==> config.mk <==
export PLATFORM = sky130hd
export DESIGN_NAME = exc_seq
export DESIGN_NICKNAME = d
export VERILOG_FILES = /design/src/rtl/exc_seq_pkg.sv /design/src/rtl/exc_prio_stack.sv /design/src/rtl/exc_seq_ctrl.sv /design/src/rtl/exc_seq.sv
export SDC_FILE = /design/constraint.sdc
export NUM_CORES = 1
export LEC_CHECK = 0
export BUFFER_PORTS_ARGS = -buffer_cell sky130_fd_sc_hd__buf_2
export CAP_MARGIN = 20
export CORE_MARGIN = 2
export CORE_UTILIZATION = 45
export DETAILED_ROUTE_END_ITERATION = 10
export SYNTH_ARGS = -nofsm -noshare
export SYNTH_HDL_FRONTEND = slang
export SYNTH_SLANG_ARGS = --single-unit
==> constraint.sdc <==
create_clock -name clk -period 6.5 [get_ports clk]
set_input_delay 0 -clock clk [delete_from_list [all_inputs] [get_ports clk]]
set_output_delay 0 -clock clk [all_outputs]
set_load 0.02 [all_outputs]
==> src/rtl/exc_seq_pkg.sv <==
package exc_seq_pkg;

    typedef enum logic [2:0] {
        ST_THREAD  = 3'd0,
        ST_SAVE    = 3'd1,
        ST_VECTOR  = 3'd2,
        ST_HANDLER = 3'd3,
        ST_RESTORE = 3'd4
    } seq_state_e;

endpackage

==> src/rtl/exc_prio_stack.sv <==
module exc_prio_stack #(
    parameter int PRIO_W = 3,
    parameter int DEPTH  = 8,
    localparam int CNT_W = $clog2(DEPTH + 1)
) (
    input  logic              clk,
    input  logic              rst_n,
    input  logic              push,
    input  logic              pop,
    input  logic [PRIO_W-1:0] push_prio,
    output logic [PRIO_W:0]   top_prio,
    output logic [PRIO_W:0]   below_prio,
    output logic [CNT_W-1:0]  count,
    output logic              err
);

    localparam logic [PRIO_W:0] SENTINEL = {1'b1, {PRIO_W{1'b0}}};

    typedef struct packed {
        logic [DEPTH-1:0][PRIO_W-1:0] ent;
        logic [CNT_W-1:0]             cnt;
        logic                         err;
    } stk_t;

    stk_t s_d, s_q;

    always_comb begin
        s_d = s_q;
        if (push) begin
            if (s_q.cnt == CNT_W'(DEPTH)) begin
                s_d.err = 1'b1;
            end else begin
                for (int i = 0; i < DEPTH; i++) begin
                    if (s_q.cnt == CNT_W'(i)) s_d.ent[i] = push_prio;
                end
                s_d.cnt = s_q.cnt + 1'b1;
            end
        end else if (pop) begin
            if (s_q.cnt == '0) s_d.err = 1'b1;
            else               s_d.cnt = s_q.cnt - 1'b1;
        end
    end

    always_comb begin
        top_prio   = SENTINEL;
        below_prio = SENTINEL;
        for (int i = 0; i < DEPTH; i++) begin
            if (s_q.cnt == CNT_W'(i + 1)) top_prio   = {1'b0, s_q.ent[i]};
            if (s_q.cnt == CNT_W'(i + 2)) below_prio = {1'b0, s_q.ent[i]};
        end
    end

    always_ff @(posedge clk or negedge rst_n) begin
        if (!rst_n) s_q <= '0;
        else        s_q <= s_d;
    end

    assign count = s_q.cnt;
    assign err   = s_q.err;

endmodule

==> src/rtl/exc_seq_ctrl.sv <==
module exc_seq_ctrl
    import exc_seq_pkg::*;
#(
    parameter int IDX_W  = 5,
    parameter int PRIO_W = 3
) (
    input  logic              clk,
    input  logic              rst_n,
    input  logic              req_valid,
    input  logic [IDX_W-1:0]  req_idx,
    input  logic [PRIO_W-1:0] req_prio,
    input  logic              save_done,
    input  logic              vec_done,
    input  logic              first_exec,
    input  logic              handler_done,
    input  logic              restore_done,
    input  logic [PRIO_W:0]   top_prio,
    input  logic [PRIO_W:0]   below_prio,
    input  logic              stack_empty,
    output logic              push,
    output logic              pop,
    output logic [PRIO_W-1:0] push_prio,
    output seq_state_e        state,
    output logic [IDX_W-1:0]  tgt_idx
);

    typedef struct packed {
        seq_state_e        st;
        logic [IDX_W-1:0]  idx;
        logic [PRIO_W-1:0] prio;
        logic              started;
    } ctl_t;

    ctl_t c_d, c_q;

    logic [PRIO_W:0] req_ext;
    logic            beats_tgt, beats_top, beats_below;

    always_comb begin
        req_ext     = {1'b0, req_prio};
        beats_tgt   = req_valid && (req_ext < {1'b0, c_q.prio});
        beats_top   = req_valid && (req_ext < top_prio);
        beats_below = req_valid && (req_ext < below_prio);
    end

    always_comb begin
        c_d  = c_q;
        push = 1'b0;
        pop  = 1'b0;
        unique case (c_q.st)
            ST_THREAD: begin
                if (req_valid) begin
                    c_d.idx  = req_idx;
                    c_d.prio = req_prio;
                    c_d.st   = ST_SAVE;
                end
            end
            ST_SAVE: begin
                if (beats_tgt) begin
                    c_d.idx  = req_idx;
                    c_d.prio = req_prio;
                end
                if (save_done) c_d.st = ST_VECTOR;
            end
            ST_VECTOR: begin
                if (beats_tgt) begin
                    c_d.idx  = req_idx;
                    c_d.prio = req_prio;
                end else if (vec_done) begin
                    push        = 1'b1;
                    c_d.st      = ST_HANDLER;
                    c_d.started = 1'b0;
                end
            end
            ST_HANDLER: begin
                if (handler_done) begin
                    pop = 1'b1;
                    if (beats_below) begin
                        c_d.idx  = req_idx;
                        c_d.prio = req_prio;
                        c_d.st   = ST_VECTOR;
                    end else begin
                        c_d.st   = ST_RESTORE;
                    end
                end else if (beats_top) begin
                    c_d.idx  = req_idx;
                    c_d.prio = req_prio;
                    if (!c_q.started) begin
                        pop    = 1'b1;
                        c_d.st = ST_VECTOR;
                    end else begin
                        c_d.st = ST_SAVE;
                    end
                end else if (first_exec) begin
                    c_d.started = 1'b1;
                end
            end
            ST_RESTORE: begin
                if (restore_done) begin
                    if (stack_empty) begin
                        c_d.st = ST_THREAD;
                    end else begin
                        c_d.st      = ST_HANDLER;
                        c_d.started = 1'b1;
                    end
                end
            end
            default: c_d.st = ST_THREAD;
        endcase
    end

    always_ff @(posedge clk or negedge rst_n) begin
        if (!rst_n) c_q <= '{st: ST_THREAD, idx: '0, prio: '0, started: 1'b0};
        else        c_q <= c_d;
    end

    assign push_prio = c_q.prio;
    assign state     = c_q.st;
    assign tgt_idx   = c_q.idx;

endmodule

==> src/rtl/exc_seq.sv <==
module exc_seq
    import exc_seq_pkg::*;
#(
    parameter int IDX_W  = 5,
    parameter int PRIO_W = 3,
    parameter int DEPTH  = 8,
    localparam int CNT_W = $clog2(DEPTH + 1)
) (
    input  logic              clk,
    input  logic              rst_n,
    input  logic              req_valid,
    input  logic [IDX_W-1:0]  req_idx,
    input  logic [PRIO_W-1:0] req_prio,
    input  logic              save_done,
    input  logic              vec_done,
    input  logic              first_exec,
    input  logic              handler_done,
    input  logic              restore_done,
    output logic              save_req,
    output logic              vec_req,
    output logic [IDX_W-1:0]  vec_idx,
    output logic              restore_req,
    output logic              in_handler,
    output logic [PRIO_W:0]   active_prio,
    output logic [CNT_W-1:0]  depth,
    output logic              stack_err
);

    logic              push_w, pop_w;
    logic [PRIO_W-1:0] push_prio_w;
    logic [PRIO_W:0]   top_w, below_w;
    seq_state_e        state_w;

    exc_prio_stack #(.PRIO_W(PRIO_W), .DEPTH(DEPTH)) u_stack (
        .clk        (clk),
        .rst_n      (rst_n),
        .push       (push_w),
        .pop        (pop_w),
        .push_prio  (push_prio_w),
        .top_prio   (top_w),
        .below_prio (below_w),
        .count      (depth),
        .err        (stack_err)
    );

    exc_seq_ctrl #(.IDX_W(IDX_W), .PRIO_W(PRIO_W)) u_ctrl (
        .clk          (clk),
        .rst_n        (rst_n),
        .req_valid    (req_valid),
        .req_idx      (req_idx),
        .req_prio     (req_prio),
        .save_done    (save_done),
        .vec_done     (vec_done),
        .first_exec   (first_exec),
        .handler_done (handler_done),
        .restore_done (restore_done),
        .top_prio     (top_w),
        .below_prio   (below_w),
        .stack_empty  (depth == '0),
        .push         (push_w),
        .pop          (pop_w),
        .push_prio    (push_prio_w),
        .state        (state_w),
        .tgt_idx      (vec_idx)
    );

    assign save_req    = (state_w == ST_SAVE);
    assign vec_req     = (state_w == ST_VECTOR);
    assign restore_req = (state_w == ST_RESTORE);
    assign in_handler  = (state_w == ST_HANDLER);
    assign active_prio = top_w;

endmodule

==> flow_summary.toml, run 1 <==
[placed_design]
hpwlAfterDp_mm = 5.23
gp_congestion = 0.840
port_buffers = 33

[critical_path]
cp.depth = 16
cp.arrival_ps = 4450
crit_type = "flip-flop to flip-flop"
path_max_fanout = 26
cp-end-kind = "flip-flop"
reg2regPathDepth = 16
critical_path_required_ps = 6680
cp_slowest_cell = "a2111oi_4"
path_delay_family = "compound AO/OA/AOI/OAI gates"
ff2ff_setup_slack_ps = 2230
start_kind = "flip-flop"
crit_buf_inv = 1
rr_startpoint = "u_stack.count[1]$_DFFE_PN0P_"
startpoint = "u_stack.count[1]$_DFFE_PN0P_"
cp_cell_sequence = "inv_1 -> ha_1 -> nand2_1 -> nor2_1 -> a21oi_1 -> nor2_1 -> a21oi_1 -> nor3_1 -> nor4_1 -> ha_1 -> a21oi_1 -> nand2_1 -> a31oi_1 -> nor2_1 -> a2111oi_4 -> mux2_2"
slowest_delay_ps = 570

[synthesis]
synth_top_area_share_pct = 36.9
ys_seq_area_share_pct = 36.9
synthFlopType = "dfrtp_1"
yosysWarnings = 0
synth_cell_type_count = 51
synth_nets = 366
synth_edf_count = 0
ys_ff_latch = 41
avgSynthCellArea_sq_um = 8.18
ys_top_cells_by_area = "dfrtp_1 37%, nand2_1 8.5%, mux2_2 6.9%, o21ai_0 5.8%, ha_1 4.5%"
async_flop_share_pct = 100
synth_top_area_cell = "dfrtp_1"
syn_area_sq_mm = 0.00278
synth_cells = 340

[drt]
drt-pass1-iter-count = 5
detail_route.iter0.violations = 262
ant_nets = 0
vias = 2548
via_per_inst = 5.80
drcViolationCount = 0
wl_per_cell_um = 16.4
routed_wl_mm = 7.19

[power_and_ir_drop]
p_sw_uw = 495
peakVddDrop_uv = 235
p_leak_uw = 0.00137
switching_share_pct = 43.7
seq_power_share_pct = 34.5
power.share.clock_pct = 19.0
pwr-share-comb_pct = 46.5
p_int_uw = 638
powerDensity_mw_per_mm2 = 365

[flow_run]
drv_cap = 0

[timing]
finalClockSkew_ps = 6.91
rsz0062_at_grt = "false"
setup_viol = 0
finalHoldViolCount = 0
tightest_slew_ps = 927
post-route-min-period_ps = 4270
fmaxAchievable_mhz = 234
drv_slew = 0
slew_headroom_pct = 38.2
tns_ps = 0
fin_crit_sh_pct = 65.7

[grt]
grt_pass1_vias = 2312
grt_antenna_before_repair = 0
use_met2_pct = 35.9
met3_usage_pct = 3.26
top_usage_layer = "met2"
track_usage_pct = 22.7
grt_pass1_wl_mm = 11.7
grt_max_degree = 42
overflow = 0
met1_usage_pct = 32.9

[final_layout]
area_growth_pct = 11.5
num_antenna_cells = 0
final_net_count = 389
final_core_utilization_pct = 52.0
drive_gt1_share_pct = 17.0

[floorplanning]
die_w_um = 82.6
initial_utilization_pct = 46.7
dieArea_sq_mm = 0.00682
num_rows = 28
fp.dieH_um = 82.6
fp.coreArea_sq_mm = 0.00596
io_pins = 34

[clock_tree]
cts_sinks = 41
cts_tree = "yes"
cts_max_path_buffers = 2
post-cts-setup-buffers = 0
clkTransAtPathRegs_ps = 80
cts_max_level = 2
cts-buffers-inserted = 5
clock_latency_ps = 300
root_buffer = "clkbuf_8"

[min_path]
hp-start = "req_prio[2]"
hold_depth = 2
min_path_type = "input port to flip-flop"

[status]
status = "complete, no violations"
==> final timing paths <==
check                                                  endpoint
worst max-delay path            u_ctrl.push_prio[1]$_DFFE_PN0P_
worst min-delay path            u_ctrl.push_prio[2]$_DFFE_PN0P_
worst max register to register  u_ctrl.push_prio[1]$_DFFE_PN0P_
worst min register to register          u_stack.err$_DFFE_PN0P_
max in group asynchronous         u_ctrl.tgt_idx[3]$_DFFE_PN0P_
min in group asynchronous          u_stack.count[0]$_DFFE_PN0P_
==> sequential cells by signal (all words and copies together), names as in the netlist <==
signal	count
u_stack.err	1
u_ctrl.c_q	1
u_ctrl.push_prio	3
u_stack.s_q	24
u_ctrl.state	3
u_stack.count	4
u_ctrl.tgt_idx	5
==> layout by cell type (no fill, tap or decap), types with 3 or more instances in the layout <==
cell           instances
ha_1                  10
a31oi_1                3
nor2b_1                8
a21oi_1               24
mux2_2                17
o21ai_0               32
nor2_1                33
nand2b_1               5
nand3_1               11
dlygate4sd3_1          8
nand2_1               63
buf_2                 33
clkbuf_8               6
o31ai_1                3
dfrtp_1               41
o2111ai_1              3
inv_1                 11
or4_1                  3
nor3_1                 4
==> power groups by stage <==
stage | combinational, uW | clock [uW] | sequential (uW)
2_1_floorplan | 463 | 0 | 348
3_5_place_dp | 521 | 0 | 394
3_3_place_gp | 516 | 0 | 391
5_1_grt | 581 | 233 | 400
4_1_cts | 526 | 225 | 389
6_report | 526 | 215 | 391
==> cell type report <==
type | count | area (sq um)
tap | 75 | 93.8
fill | 582 | 2860
multi-input combinational | 263 | 1580
timing repair buffer | 41 | 245
sequential | 41 | 1030
clock buffer | 7 | 86.3
clock inverter | 1 | 30.0
inverter | 11 | 41.3
==> synth_stat cells, drive strengths merged (3+ instances only) <==
cell type / count
nor2b: 8
ha: 10
inv: 11
nor3: 4
o211ai: 3
or4: 3
o31ai: 3
mux2: 17
clkbuf: 8
buf: 17
a21oi: 25
nor2: 33
nand2: 63
nand2b: 5
and2: 3
o21ai: 33
o2111ai: 3
a31oi: 3
nand3: 11
dfrtp: 41
==> through the flow <==
step	hold WS, ps	cells	total power, uW	setup WS, ps	cell area (sq um)
floorplan	-296	340	811	2900	2780
global placement	190	423	906	2260	2900
detailed placement	195	423	916	2220	2900
CTS	10.3	439	1140	2210	3100
global route	28.0	439	1210	1820	3100
finish	26.3	439	1130	2230	3100
==> metal layers <==
| layer | vias up | share of wire (%) |
|---|---|---|
| met5 | - | 0 |
| li1 | 1235 | - |
| met4 | 0 | 1.2 |
| met1 | 1225 | 49 |
| met2 | 79 | 46 |
| met3 | 9 | 4.8 |
==> cell families after synthesis <==
| logic type | synth area share [%] |
|---|---|
| fa+ha+maj | 4.50 |
| mux | 7.38 |
| buf+inv | 6.39 |
| compound gates | 20.6 |
| xor+xnor | 0.315 |
| simple gates | 23.9 |
| flops | 36.9 |
==> timing repair <==
item	CTS	global route
resized for setup	0	0
hold endpoints to repair	48	0
hold buffers	8	0
Note: power is estimated with default switching activity, not from simulation.
==> inputs of run 2 (changes only) <==
==> constraint.sdc (replaced) <==
create_clock -name clk -period 4.2 [get_ports clk]
set_input_delay 0 -clock clk [delete_from_list [all_inputs] [get_ports clk]]
set_output_delay 0 -clock clk [all_outputs]
set_load 0.02 [all_outputs]
==> flow_summary.toml, run 2 (synthesis gave the netlist of run 1 again) <==
[floorplanning]
die_w_um = 82.6
fp.dieH_um = 82.6
dieArea_sq_mm = 0.00682
io_pins = 34
initial_utilization_pct = 46.7
num_rows = 28
fp.coreArea_sq_mm = 0.00596

[final_layout]
layout_commonest_cell = "nand2_1"
largest_register_ffs = 24
nFillCells = 574
final_cell_mix = "63 x nand2_1, 41 x dfrtp_1, 33 x nor2_1, 33 x buf_2, 32 x o21ai_0"
top_register = "u_stack.s_q"
final_net_count = 394
area_growth_pct = 12.9
num_antenna_cells = 0
drive_gt1_share_pct = 18.7

[critical_path]
timing.rr.end = "u_ctrl.push_prio[1]$_DFFE_PN0P_"
critical_path_required_ps = 4390
path_delay_family = "simple AND/OR/NAND/NOR gates"
cp.depth = 14
cp-end-kind = "flip-flop"
path_max_fanout = 10
startpoint = "u_stack.count[0]$_DFFE_PN0P_"
cp_cell_sequence = "inv_1 -> ha_1 -> buf_4 -> and3b_1 -> and2_1 -> nor4_1 -> ha_1 -> a21oi_1 -> nand2_1 -> a31oi_1 -> nor2_1 -> a2111oi_4 -> buf_4 -> mux2_2"
slowest_delay_ps = 480
cp_slowest_cell = "dfrtp_1"
crit_type = "flip-flop to flip-flop"
reg2regPathDepth = 14
start_kind = "flip-flop"
crit_buf_inv = 3
ff2ff_setup_slack_ps = 390
critPathCapture = "u_ctrl.push_prio[1]$_DFFE_PN0P_"
cp.arrival_ps = 4000
rr_startpoint = "u_stack.count[0]$_DFFE_PN0P_"

[timing]
drv_slew = 0
post-route-min-period_ps = 3810
finalHoldViolCount = 0
finalClockSkew_ps = 5.54
rsz0062_at_grt = "false"
tns_ps = 0
fin_crit_sh_pct = 90.8
setup_viol = 0
tightest_slew_ps = 948
slew_headroom_pct = 36.8
fmaxAchievable_mhz = 262

[grt]
use_met2_pct = 35.6
grt_antenna_before_repair = 0
grt_max_degree = 42
track_usage_pct = 22.3
grt_pass1_wl_mm = 11.4
grt_pass1_vias = 2251
met1_usage_pct = 31.9
met3_usage_pct = 3.80
top_usage_layer = "met2"
overflow = 0

[drt]
wl_per_cell_um = 16.1
drt-pass1-iter-count = 5
routed_wl_mm = 7.15
detail_route.iter0.violations = 256
vias = 2545
drcViolationCount = 0
via_per_inst = 5.73
ant_nets = 0

[power_and_ir_drop]
p_leak_uw = 0.00139
peakVddDrop_uv = 351
p_total_uw = 1780
powerDensity_mw_per_mm2 = 568

[clock_tree]
clock_latency_ps = 300
ctsResizeCount = 0
root_buffer = "clkbuf_8"
cts_max_level = 2
cts_tree = "yes"
cts-buffers-inserted = 5
cts_sinks = 41
clkTransAtPathRegs_ps = 90
cts_max_path_buffers = 2

[placed_design]
hpwlAfterDp_mm = 5.28
port_buffers = 33
gp_congestion = 0.851

[status]
status = "complete, no violations"

[flow_run]
drv_cap = 0

[min_path]
min_path_type = "input port to flip-flop"
==> run 2: how the worst min path moves through the flow <==
stage,to,start,cells past startpoint,slack (ps)
6_report,u_ctrl.push_prio[0]$_DFFE_PN0P_,req_prio[0],2,20
5_1_grt,u_ctrl.push_prio[0]$_DFFE_PN0P_,req_prio[0],2,9
4_1_cts,u_ctrl.push_prio[0]$_DFFE_PN0P_,req_prio[0],2,4
3_5_place_dp,u_stack.count[2]$_DFFE_PN0P_,rst_n,1,210
3_3_place_gp,u_stack.count[2]$_DFFE_PN0P_,rst_n,1,200
2_1_floorplan,u_ctrl.c_q[0]$_DFFE_PN0P_,rst_n,0,-300
==> run 2: final cells by class <==
class | count | area, sq um | share of cell area (%)
repair buffers | 46 | 280 | 8.93
well taps | 75 | 93.8 | 2.99
clock buffers | 6 | 82.6 | 2.63
multi-input cells | 263 | 1580 | 50.2
flip-flops and latches | 41 | 1030 | 32.7
inverters | 11 | 41.3 | 1.32
clock inverters | 2 | 37.5 | 1.20
==> run 2: stage by stage <==
| stage | area [sq um] | hold WS [ps] | util (%) | instances | setup slack [ps] |
|---|---|---|---|---|---|
| after floorplan | 2780 | -296 | - | 340 | 603 |
| after global placement | 2940 | 200 | 49.4 | 428 | 326 |
| after detailed placement | 2940 | 210 | 49.4 | 428 | 230 |
| after CTS | 3130 | 4.10 | 52.6 | 443 | 183 |
| after global routing | 3140 | 9.20 | 52.7 | 444 | 88.1 |
| final | 3140 | 23.4 | 52.7 | 444 | 387 |
==> run 2: what timing repair did <==
| action | in CTS | in global routing |
|---|---|---|
| endpoints found under the hold margin | 47 | 0 |
| buffers inserted | 0 | 1 |
| setup endpoints to repair | 0 | 8 |
| hold buffers | 7 | 0 |
==> run 2: power by group <==
part | switching, uW | total (uW) | internal [uW]
registers | 124 | 602 | 479
logic | 498 | 840 | 343
clock network | 146 | 339 | 193
total | 768 | 1780 | 1010
==> run 2: per-layer routing <==
| layer | part of all wire, % | vias up |
|---|---|---|
| met3 | 6.0 | 5 |
| met1 | 48 | 1214 |
| met4 | 0.45 | 0 |
| met5 | 0 | - |
| met2 | 45 | 79 |
| li1 | - | 1247 |
==> inputs of run 3 (changes only) <==
--- a/config.mk
+++ b/config.mk
@@ -5,7 +5,7 @@
 export SDC_FILE = /design/constraint.sdc
 export NUM_CORES = 1
 export LEC_CHECK = 0
-export BUFFER_PORTS_ARGS = -buffer_cell sky130_fd_sc_hd__buf_2
+export BUFFER_PORTS_ARGS = -buffer_cell sky130_fd_sc_hd__buf_4
 export CAP_MARGIN = 20
 export CORE_MARGIN = 2
 export CORE_UTILIZATION = 45
==> flow_summary.toml, run 3 (synthesis gave the netlist of run 1 again) <==
[power_and_ir_drop]
peakVddDrop_uv = 383
p_leak_uw = 0.00142
powerDensity_mw_per_mm2 = 546

[clock_tree]
clkTransAtPathRegs_ps = 80
cts_tree = "yes"
root_buffer = "clkbuf_8"
cts_sinks = 41
cts_max_path_buffers = 2
cts-buffers-inserted = 5
cts_max_level = 2
clock_latency_ps = 300
ctsResizeCount = 0

[timing]
tns_ps = 0
finalHoldViolCount = 0
tightest_slew_ps = 586
drv_slew = 0
setup_viol = 0
whs_ps = 137
fin_crit_sh_pct = 90.2
slew_headroom_pct = 60.4
finalClockSkew_ps = 6.35
post-route-min-period_ps = 3790
rsz0062_at_grt = "false"
fmaxAchievable_mhz = 264

[grt]
grt_antenna_before_repair = 0
track_usage_pct = 22.4
grt_pass1_vias = 2299
grt_pass1_wl_mm = 11.5
grt_max_degree = 42
overflow = 0

[final_layout]
multiInputGateArea_sq_mm = 0.00158
layout_commonest_cell = "nand2_1"
area_growth_pct = 15.8
drive_gt1_share_pct = 18.3
num_antenna_cells = 0
final_cell_mix = "63 x nand2_1, 41 x dfrtp_1, 39 x buf_4"
nFillCells = 569
final_net_count = 397
largest_register_ffs = 24
top_register = "u_stack.s_q"
area.sequential_sq_mm = 0.00103

[drt]
wl_per_cell_um = 15.5
drcViolationCount = 0
ant_nets = 0
vias = 2526
drt-pass1-iter-count = 4
routed_wl_mm = 6.94
detail_route.iter0.violations = 233
via_per_inst = 5.66

[critical_path]
cp.arrival_ps = 3980
cp-end-kind = "flip-flop"
crit_type = "flip-flop to flip-flop"
path_max_fanout = 11
start_kind = "flip-flop"
critical_path_required_ps = 4390

[floorplanning]
initial_utilization_pct = 46.7
fp.coreArea_sq_mm = 0.00596
fp.dieH_um = 82.6
die_w_um = 82.6
dieArea_sq_mm = 0.00682
num_rows = 28
io_pins = 34

[status]
status = "complete, no violations"

[min_path]
min_path_type = "input port to flip-flop"

[flow_run]
drv_cap = 0

[placed_design]
port_buffers = 33
hpwlAfterDp_mm = 5.17
gp_congestion = 0.876
==> run 3: timing repair <==
item,4_1_cts,5_1_grt
setup endpoints to repair,0,8
endpoints found under the hold margin,50,0
buffers inserted,0,1
hold buffers,10,0
==> run 3: worst paths after layout <==
path                                                        end                    startpoint  cells past startpoint  slack [ps]
worst max-delay path            u_ctrl.push_prio[2]$_DFFE_PN0P_  u_stack.count[0]$_DFFE_PN0P_                     14         410
worst min-delay path                u_ctrl.state[1]$_DFFE_PN0P_                     save_done                      4         140
worst max register to register  u_ctrl.push_prio[2]$_DFFE_PN0P_  u_stack.count[0]$_DFFE_PN0P_                     14         410
worst min register to register          u_stack.err$_DFFE_PN0P_       u_stack.err$_DFFE_PN0P_                      1         470
max in group asynchronous           u_ctrl.state[0]$_DFFE_PN0P_                         rst_n                      2        3620
min in group asynchronous          u_stack.count[2]$_DFFE_PN0P_                         rst_n                      2         210
==> run 3: metrics by stage <==
step / worst slack [ps] / power, uW / instance area (sq um) / utilization, % / instances
2_1_floorplan: 603 / 1250 / 2780 / - / 340
3_3_place_gp: 220 / 1470 / 3020 / 50.8 / 428
3_5_place_dp: 218 / 1470 / 3020 / 50.8 / 428
4_1_cts: 198 / 1750 / 3210 / 53.9 / 445
5_1_grt: 66.8 / 1890 / 3220 / 54.1 / 446
6_report: 411 / 1760 / 3220 / 54.1 / 446
==> run 3: metal layers <==
layer / track usage [%] / vias to the layer above / part of all wire, %
li1: - / 1254 / -
met1: 33.2 / 1206 / 49
met2: 34.0 / 57 / 45
met3: 2.72 / 9 / 4.2
met4: 7.21 / 0 / 1.6
met5: 0 / - / 0
==> run 3: layout make-up <==
class	count	area share, %
Timing Repair Buffer	49	12.2
Tap cell	75	2.91
Inverter	11	1.28
Sequential cell	41	31.9
Multi-Input combinational cell	263	49.0
Clock inverter	1	0.233
Clock buffer	6	2.56
==> run 3: power breakdown <==
group          switching (uW)  total [uW]  internal (uW)
clock network             142         272            130
registers                 126         604            479
logic                     502         882            380
total                     770        1760            989
==> run 3: worst max-delay path: stages, from the launching register on <==
cell	delay (ps)
dfrtp_1	480
inv_1	100
ha_1	300
buf_4	220
and3b_1	250
and2_1	190
nor4_1	370
ha_1	340
a21oi_1	250
nand2_1	80
a31oi_1	200
nor2_1	140
a2111oi_4	190
buf_4	220
mux2_2	340
